<file path="src/rtl/sfq_pkg.sv">
package sfq_pkg;
    localparam int BUS_W         = 32;
    localparam int LVL_W         = 6;
    localparam int CTL_EN_BIT    = 0;
    localparam int CTL_FLUSH_BIT = 1;
    localparam int CTL_TRIG_LSB  = 8;
    localparam int ST_RXFILL_LSB = 0;
    localparam int ST_TXFILL_LSB = 8;
    localparam int ST_TXFREE_LSB = 24;

    typedef enum logic [1:0] {
        REG_TXCTL = 2'd0,
        REG_RXCTL = 2'd1,
        REG_STAT  = 2'd2,
        REG_DATA  = 2'd3
    } reg_sel_e;

    typedef struct packed {
        logic             en;
        logic [LVL_W-1:0] trig;
    } dir_ctl_t;

    function automatic dir_ctl_t unpack_ctl(input logic [BUS_W-1:0] w);
        dir_ctl_t c;
        c.en   = w[CTL_EN_BIT];
        c.trig = w[CTL_TRIG_LSB +: LVL_W];
        return c;
    endfunction

    function automatic logic [BUS_W-1:0] pack_ctl(input dir_ctl_t c);
        logic [BUS_W-1:0] r;
        r = '0;
        r[CTL_EN_BIT] = c.en;
        r[CTL_TRIG_LSB +: LVL_W] = c.trig;
        return r;
    endfunction

    function automatic logic [BUS_W-1:0] pack_status(input logic [LVL_W-1:0] rx_fill,
                                                    input logic [LVL_W-1:0] tx_fill,
                                                    input logic [LVL_W-1:0] tx_free);
        logic [BUS_W-1:0] r;
        r = '0;
        r[ST_RXFILL_LSB +: LVL_W] = rx_fill;
        r[ST_TXFILL_LSB +: LVL_W] = tx_fill;
        r[ST_TXFREE_LSB +: LVL_W] = tx_free;
        return r;
    endfunction
endpackage

</file>
<file path="src/rtl/sfq_fifo.sv">
module sfq_fifo #(
    parameter int DW    = 8,
    parameter int DEPTH = 16,
    parameter int CW    = $clog2(DEPTH + 1)
) (
    input  logic          clk,
    input  logic          rst,
    input  logic          flush,
    input  logic          push,
    input  logic [DW-1:0] din,
    input  logic          pop,
    output logic [DW-1:0] dout,
    output logic [CW-1:0] count,
    output logic          push_rej
);
    localparam int PW = (DEPTH > 1) ? $clog2(DEPTH) : 1;

    logic [DW-1:0] mem [DEPTH];
    logic [PW-1:0] wp, rp;
    logic [CW-1:0] cnt;
    logic          full, empty, do_push, do_pop;

    function automatic logic [PW-1:0] adv(input logic [PW-1:0] p);
        return (p == PW'(DEPTH - 1)) ? '0 : p + 1'b1;
    endfunction

    assign full     = (cnt == CW'(DEPTH));
    assign empty    = (cnt == '0);
    assign do_push  = push && !full && !flush;
    assign do_pop   = pop && !empty && !flush;
    assign push_rej = push && full && !flush;

    always_ff @(posedge clk) begin
        if (rst || flush) begin
            wp  <= '0;
            rp  <= '0;
            cnt <= '0;
        end else begin
            if (do_push) wp <= adv(wp);
            if (do_pop)  rp <= adv(rp);
            cnt <= cnt + CW'(do_push) - CW'(do_pop);
        end
    end

    always_ff @(posedge clk) begin
        if (do_push) mem[wp] <= din;
    end

    assign dout  = mem[rp];
    assign count = cnt;
endmodule

</file>
<file path="src/rtl/sfq_dirctl.sv">
module sfq_dirctl
    import sfq_pkg::*;
#(
    parameter bit IS_RX = 1'b0,
    parameter int CW    = 5
) (
    input  logic             clk,
    input  logic             rst,
    input  logic             wr,
    input  logic [BUS_W-1:0] wdata,
    input  logic [CW-1:0]    count,
    output dir_ctl_t         ctl,
    output logic             flush,
    output logic             req
);
    logic [LVL_W-1:0] lvl;

    always_ff @(posedge clk) begin
        if (rst)     ctl <= '0;
        else if (wr) ctl <= unpack_ctl(wdata);
    end

    assign flush = wr && wdata[CTL_FLUSH_BIT];
    assign lvl   = LVL_W'(count);

    generate
        if (IS_RX) begin : g_rx_req
            assign req = ctl.en && (lvl != '0) && (lvl >= ctl.trig);
        end else begin : g_tx_req
            assign req = ctl.en && (lvl <= ctl.trig);
        end
    endgenerate
endmodule

</file>
<file path="src/rtl/sfifo_pair.sv">
module sfifo_pair
    import sfq_pkg::*;
#(
    parameter int DW    = 8,
    parameter int DEPTH = 16
) (
    input  logic             clk,
    input  logic             rst,
    input  logic [1:0]       bus_addr,
    input  logic             bus_we,
    input  logic             bus_re,
    input  logic [BUS_W-1:0] bus_wdata,
    output logic [BUS_W-1:0] bus_rdata,
    output logic [DW-1:0]    tx_data,
    output logic             tx_avail,
    input  logic             tx_take,
    input  logic [DW-1:0]    rx_data,
    input  logic             rx_put,
    output logic             rx_ovf,
    output logic             tx_req,
    output logic             rx_req
);
    localparam int CW  = $clog2(DEPTH + 1);
    localparam int DTX = 0;
    localparam int DRX = 1;

    reg_sel_e      sel;
    dir_ctl_t      ctl_q  [2];
    logic          wr_ctl [2];
    logic          flush  [2];
    logic          push   [2];
    logic          pop    [2];
    logic          rej    [2];
    logic          req    [2];
    logic [DW-1:0] din    [2];
    logic [DW-1:0] dout   [2];
    logic [CW-1:0] cnt    [2];

    logic [CW-1:0] tx_cnt, rx_cnt;
    logic          tx_en, rx_en;

    assign sel = reg_sel_e'(bus_addr);

    assign wr_ctl[DTX] = bus_we && (sel == REG_TXCTL);
    assign wr_ctl[DRX] = bus_we && (sel == REG_RXCTL);
    assign push[DTX]   = bus_we && (sel == REG_DATA) && ctl_q[DTX].en;
    assign din[DTX]    = bus_wdata[DW-1:0];
    assign pop[DTX]    = tx_take && ctl_q[DTX].en;
    assign push[DRX]   = rx_put && ctl_q[DRX].en;
    assign din[DRX]    = rx_data;
    assign pop[DRX]    = bus_re && (sel == REG_DATA) && ctl_q[DRX].en;

    generate
        for (genvar d = 0; d < 2; d++) begin : g_dir
            sfq_dirctl #(.IS_RX(d == DRX), .CW(CW)) u_ctl (
                .clk   (clk),
                .rst   (rst),
                .wr    (wr_ctl[d]),
                .wdata (bus_wdata),
                .count (cnt[d]),
                .ctl   (ctl_q[d]),
                .flush (flush[d]),
                .req   (req[d])
            );
            sfq_fifo #(.DW(DW), .DEPTH(DEPTH), .CW(CW)) u_fifo (
                .clk      (clk),
                .rst      (rst),
                .flush    (flush[d]),
                .push     (push[d]),
                .din      (din[d]),
                .pop      (pop[d]),
                .dout     (dout[d]),
                .count    (cnt[d]),
                .push_rej (rej[d])
            );
        end
    endgenerate

    always_ff @(posedge clk) begin
        if (rst) rx_ovf <= 1'b0;
        else     rx_ovf <= rej[DRX];
    end

    assign tx_cnt   = cnt[DTX];
    assign rx_cnt   = cnt[DRX];
    assign tx_en    = ctl_q[DTX].en;
    assign rx_en    = ctl_q[DRX].en;
    assign tx_data  = dout[DTX];
    assign tx_avail = tx_en && (tx_cnt != '0);
    assign tx_req   = req[DTX];
    assign rx_req   = req[DRX];

    always_comb begin
        unique case (sel)
            REG_TXCTL: bus_rdata = pack_ctl(ctl_q[DTX]);
            REG_RXCTL: bus_rdata = pack_ctl(ctl_q[DRX]);
            REG_STAT:  bus_rdata = pack_status(LVL_W'(rx_cnt), LVL_W'(tx_cnt),
                                               LVL_W'(DEPTH) - LVL_W'(tx_cnt));
            default:   bus_rdata = (rx_cnt != '0) ? BUS_W'(dout[DRX]) : '0;
        endcase
    end
endmodule

</file>
<file path="config.mk">
export PLATFORM = sky130hd
export DESIGN_NAME = sfifo_pair
export DESIGN_NICKNAME = d
export VERILOG_FILES = /design/src/rtl/sfq_pkg.sv /design/src/rtl/sfq_fifo.sv /design/src/rtl/sfq_dirctl.sv /design/src/rtl/sfifo_pair.sv
export SDC_FILE = /design/constraint.sdc
export NUM_CORES = 1
export LEC_CHECK = 0
export ABC_AREA = 1
export ABC_CLOCK_PERIOD_IN_PS = 2400
export BUFFER_PORTS_ARGS = -buffer_cell sky130_fd_sc_hd__buf_4
export CORE_UTILIZATION = 45
export DETAILED_ROUTE_END_ITERATION = 8
export GPL_TIMING_DRIVEN = 0
export PLACE_DENSITY = 0.66
export SLEW_MARGIN = 20
export SYNTH_ARGS = -nofsm -noshare
export SYNTH_HDL_FRONTEND = slang
export SYNTH_HIERARCHICAL = 1
export SYNTH_SLANG_ARGS = --single-unit
export TNS_END_PERCENT = 10
</file>
<file path="constraint.sdc">
create_clock -name clk -period 2.4 [get_ports clk]
set_input_delay 0.36 -clock clk [delete_from_list [all_inputs] [get_ports clk]]
set_output_delay 0.36 -clock clk [all_outputs]
set_load 0.005 [all_outputs]
</file>
==> impl_metrics.ini, run 1 <==
[status]
status = complete, but fails checks
violations = setup timing

[sta]
worstMarginPinSlew_ns = 0.9222
skew_ns = 0.02075
fin_setup_tns_ns = -0.06144
setup_violations = 4
fin_crit_sh_pct = 101.4
setup_slack_ns = -0.03466
rsz0062_at_grt = yes
max_clock_freq_mhz = 410.7
slew_headroom_pct = 38.29
slew_viol_final = 0
hold_viol = 0
fin_crit_ns = 2.435

[global_route]
grt_start_max_net_pins = 19
grt_pass1_vias = 9546
grt_pass1_wl_um = 51900
busiest_layer = met2
met1_usage_pct = 29.70
grt_antenna_before_repair = 0
gr-total-overflow = 0
grtUsageMet2_pct = 34.76
track_usage_pct = 21.58
use_met3_pct = 4.177

[clock_network]
cts_hold_buf = 0
htreeDepth = 2
cts_root_buffer = clkbuf_16
clkSlewWorstSetupHoldPaths_ns = 0.06
clk_latency_ns = 0.51
cts_made_buffers = 34
clock-sinks = 305
cts_max_path_buffers = 3
tritoncts = yes

[finish]
fin_nets = 1641
fill_cells = 2749
fin_util_pct = 53.57
n_antenna_cell = 0
drive_gt1_share_pct = 16.82
multi_input_area_mm2 = 0.004414
area_growth_pct = 17.28
seq_area_mm2 = 0.008683
finalNonFillerCells = 1977

[worst_setup_path]
cp_max_fo = 10
required_ns = 2.04
reg2reg_from = g_dir[1].u_fifo/count[2]$_SDFF_PP0_
worstPathArrival_ns = 2.07
cp-end-kind = primary output
critPathKind = register to primary output
startpoint_type = register

[routing]
wl_per_cell_um = 16.82
routed_wirelength_um = 33260
vias = 10100
viasPerCell = 5.109
ant_nets = 0
drtIter0Drc = 1024
remaining_drc_errors = 0
first_pass_iters = 6

[placed_design]
gp_congestion = 0.8878
portBuffers = 61
dp_slack_ns = -0.6396
place_inst = 1913
dp.final_hpwl_um = 22180

[flow_run]
max_cap_violations = 0

[die]
die_w_um = 178.2
io_pins = 92
die_h_um = 178.2
die_area_mm2 = 0.03176
start_util_pct = 45.68
core_region_area_mm2 = 0.03059
row_count = 64

[min_path]
hold_path_class = input pin to register
worstHoldStart = bus_wdata[8]

[synthesis]
syn_inst = 1445
ys_warn_count = 6
syn_area_mm2 = 0.01397
syn_avg_cell_area_um2 = 9.670

[power_and_ir_drop]
powerDensity_mw_per_mm2 = 708.7
max-vdd-ir-drop_v = 0.0005761
power.static_leakage_nw = 6.737
==> path summary, 6_finish.rpt <==
path / to / cells after the start / slack, ns
min: g_dir[1].u_ctl/ctl[0]$_SDFFE_PP0P_ / 3 / 0.14
max reg2reg: g_dir[1].u_fifo/count[4]$_SDFF_PP0_ / 15 / 0.05
min reg2reg: g_dir[0].u_ctl/ctl[3]$_SDFFE_PP0P_ / 2 / 0.49
max: bus_rdata[5] / 10 / -0.03
==> cell type report <==
| cell class | instances | area share, % |
|---|---|---|
| multi-input cells | 899 | 26.94 |
| inverters | 189 | 4.390 |
| flip-flops and latches | 305 | 52.99 |
| well taps | 396 | 3.023 |
| repair buffers | 65 | 2.978 |
| clock buffers | 51 | 5.955 |
| plain buffers | 63 | 3.000 |
| clock inverters | 9 | 0.7329 |
==> layout by cell type, fill, tap and decap left out, types with 8 or more instances in the layout <==
cell type / count
buf_4: 89
nor2_1: 115
dfxtp_1: 41
conb_1: 12
o21ai_1: 12
inv_1: 174
nand3_2: 19
nor2_2: 20
buf_2: 8
nand2_1: 398
clkbuf_1: 14
buf_6: 11
edfxtp_1: 256
clkbuf_4: 8
o21ai_0: 16
nand2_2: 13
nand3_1: 169
or2_1: 16
a21oi_1: 24
inv_2: 11
a211oi_1: 9
ha_1: 31
clkbuf_16: 35
or2_2: 9
==> what timing repair did <==
action / 4_1_cts / 5_1_grt
buffers inserted: 3 / 0
pin swaps: 2 / 5
setup endpoints to repair: 128 / 165
gates cloned: 0 / 1
resized for setup: 42 / 65
==> sequential cells by signal, summed over array words and instances (netlist names), named ones only <==
signal	flops
g_dir.u_fifo/rp	8
rx_ovf	1
g_dir.u_fifo/mem	256
g_dir.u_ctl/ctl	14
g_dir.u_fifo/wp	8
g_dir.u_fifo/count	10
==> critical path: stages (launching register included) <==
cell,delay (ns)
dfxtp_1,0.30
buf_6,0.13
buf_4,0.18
or2_1,0.23
nand3_1,0.06
nand3_1,0.10
nand3_1,0.13
nand2_1,0.08
nand3_1,0.15
inv_1,0.06
buf_4,0.13
==> layer usage <==
layer  share of wire (%)  wire (µm)
met5                   0          0
met3                 7.2       2410
met1                  44      14610
met4                 2.0        672
met2                  47      15560
==> power by group <==
group / switching [mW] / internal [mW] / total, mW
logic: 0.443 / 0.269 / 0.712
registers: 0.0492 / 5.77 / 5.82
clock network: 2.04 / 3.04 / 5.08
total: 2.53 / 9.08 / 11.6
==> metrics by stage <==
step	instance area (µm²)	total power [mW]	hold WS [ns]
floorplan	14020	6.323	0.4291
global placement	14970	6.596	0.4763
detailed placement	14970	6.616	0.4807
CTS	16210	11.70	0.1138
global route	16390	12.03	0.1277
finish	16390	11.61	0.1357
Power figures use the tool's default switching activity.
==> run 2, diff against run 1 <==
Settings changed: ABC_AREA 1 to not set.
==> run 2 against run 1 <==
  * The run still ends with setup timing left
  * Core utilization grew 3.2 points
  * Worst setup slack worse by 0.36 ns
  * Critical path depth shrank 3
  * Non-clock buffer count increased by 15
  * Cell count shrank 33%
  * Total power shrank 3.2%
  * Via count is 28% lower
  * Die area decreased by 6.7%
  * Clock skew fell by 0.011 ns
  * Register-to-register slack worse by 0.37 ns
  * Clock power hardly changed
  * Wire length fell by 18%
  * Critical path type unchanged
  * Highest routed layer unchanged
==> impl_metrics.ini, run 2 <==
[status]
status = complete, but fails checks
violations = setup timing

[power_and_ir_drop]
power.static_leakage_nw = 5.500
max-vdd-ir-drop_v = 0.0006148
powerDensity_mw_per_mm2 = 702.9

[synthesis]
ys_warn_count = 6
syn_area_mm2 = 0.01303
syn_avg_cell_area_um2 = 16.70
syn_inst = 780

[clock_network]
tritoncts = yes
cts_root_buffer = clkbuf_16
clk_latency_ns = 0.55
cts_made_buffers = 31
htreeDepth = 1
clock-sinks = 305
cts_hold_buf = 0
clkSlewWorstSetupHoldPaths_ns = 0.06
cts_max_path_buffers = 3

[worst_setup_path]
worstPathCellList = buf_12 -> buf_12 -> mux4_2 -> a22oi_2 -> nand2_1 -> a32o_1 -> buf_4
cp-end-kind = primary output
cp_max_fo = 7
critPathKind = register to primary output
critPathTopFamily = multiplexers
path_common_cell = buf_12
required_ns = 2.04
reg2reg_from = g_dir[1].u_fifo/count[3]$_SDFF_PP0_
cp_slowest_cell = mux4_2
startpoint_type = register
path_buf_inv = 3
worstPathArrival_ns = 2.43
slowest_delay_ns = 0.52

[finish]
n_antenna_cell = 0
drive_gt1_share_pct = 34.96
mostFrequentLayoutCells = 256 x edfxtp_1, 94 x buf_4, 52 x mux4_2
final_cell_area_mm2 = 0.01600
regMostFlops = g_dir.u_fifo/mem
fin_nets = 1007
largest_register_ffs = 256
fill_cells = 2157
fin_util_pct = 56.80
area_growth_pct = 22.79
finalNonFillerCells = 1322
layout_commonest_cell = edfxtp_1

[sta]
setup_violations = 19
slew_viol_final = 0
max_clock_freq_mhz = 358.0
setup_slack_ns = -0.3932
worstMarginPinSlew_ns = 0.9062
fin_crit_ns = 2.793
fin_crit_sh_pct = 116.4
hold_viol = 0
rsz0062_at_grt = yes
hold_slack_ns = 0.06374
slew_headroom_pct = 39.37
fin_setup_tns_ns = -4.258
skew_ns = 0.009436

[die]
die_h_um = 172.1
die_w_um = 172.1
start_util_pct = 46.26
row_count = 61
io_pins = 92
core_region_area_mm2 = 0.02816
die_area_mm2 = 0.02963

[global_route]
grt_pass1_wl_um = 41540
track_usage_pct = 18.90
grt_antenna_before_repair = 0
gr-total-overflow = 0
grt_pass1_vias = 7217
grt_start_max_net_pins = 22

[placed_design]
placed_area_mm2 = 0.01420
portBuffers = 60
place_inst = 1237
gp_congestion = 0.7886
dp.final_hpwl_um = 17620

[routing]
wl_per_cell_um = 20.61
first_pass_iters = 5
viasPerCell = 5.467
remaining_drc_errors = 0
drtIter0Drc = 505
routed_wirelength_um = 27250
ant_nets = 0
vias = 7228

[min_path]
hold_path_class = input pin to register
worstHoldStart = bus_wdata[8]

[flow_run]
max_cap_violations = 0
[run 2: cell type report]
class	instances	area, µm²	area share, %
Sequential cell	305	8697	54.37
Multi-Input combinational cell	410	4270	26.70
Timing Repair Buffer	99	905.9	5.663
Clock buffer	33	783.3	4.896
Tap cell	378	473.0	2.957
Buffer	44	431.7	2.698
Clock inverter	21	307.8	1.924
Inverter	32	127.6	0.7978
[run 2: timing repair]
action,CTS,global route
pin swaps,26,14
gates resized for setup,90,33
cloned,3,2
setup endpoints to repair,168,93
setup buffers,21,6
[run 2: metrics by stage]
| step | setup WS (ns) | power (mW) |
|---|---|---|
| floorplan | -0.5444 | 6.060 |
| global placement | -1.291 | 6.223 |
| detailed placement | -0.8028 | 6.231 |
| CTS | -0.4062 | 11.31 |
| global route | -0.4623 | 11.57 |
| finish | -0.3932 | 11.24 |
[run 2: where the power goes]
group,total [mW],leakage (nW),switching (mW),internal (mW)
sequential,5.77,2.70,0.0251,5.74
clock,5.09,0.514,1.97,3.12
combinational,0.389,2.28,0.213,0.176
[run 2: per-layer routing]
metal | vias to the layer above | GRT usage (%) | wire [µm]
met1 | 3655 | 26.41 | 12080
met4 | 0 | 4.886 | 524
li1 | 3311 | - | -
met2 | 226 | 31.43 | 13330
met5 | - | 0 | 0
met3 | 36 | 2.335 | 1317
[run 2: path summary, 6_finish.rpt]
path | depth (start not counted) | slack, ns | endpoint
worst max-delay path | 7 | -0.39 | bus_rdata[3]
worst min-delay path | 3 | 0.06 | g_dir[1].u_ctl/ctl[0]$_SDFFE_PP0P_
worst max register to register | 13 | -0.32 | g_dir[1].u_fifo/count[4]$_SDFF_PP0_
worst min register to register | 2 | 0.51 | register
[run 2: tightest hold or removal path: stages]
cell and delay (ns):
buf_4 0.09, mux2i_1 0.06, nor2_1 0.07
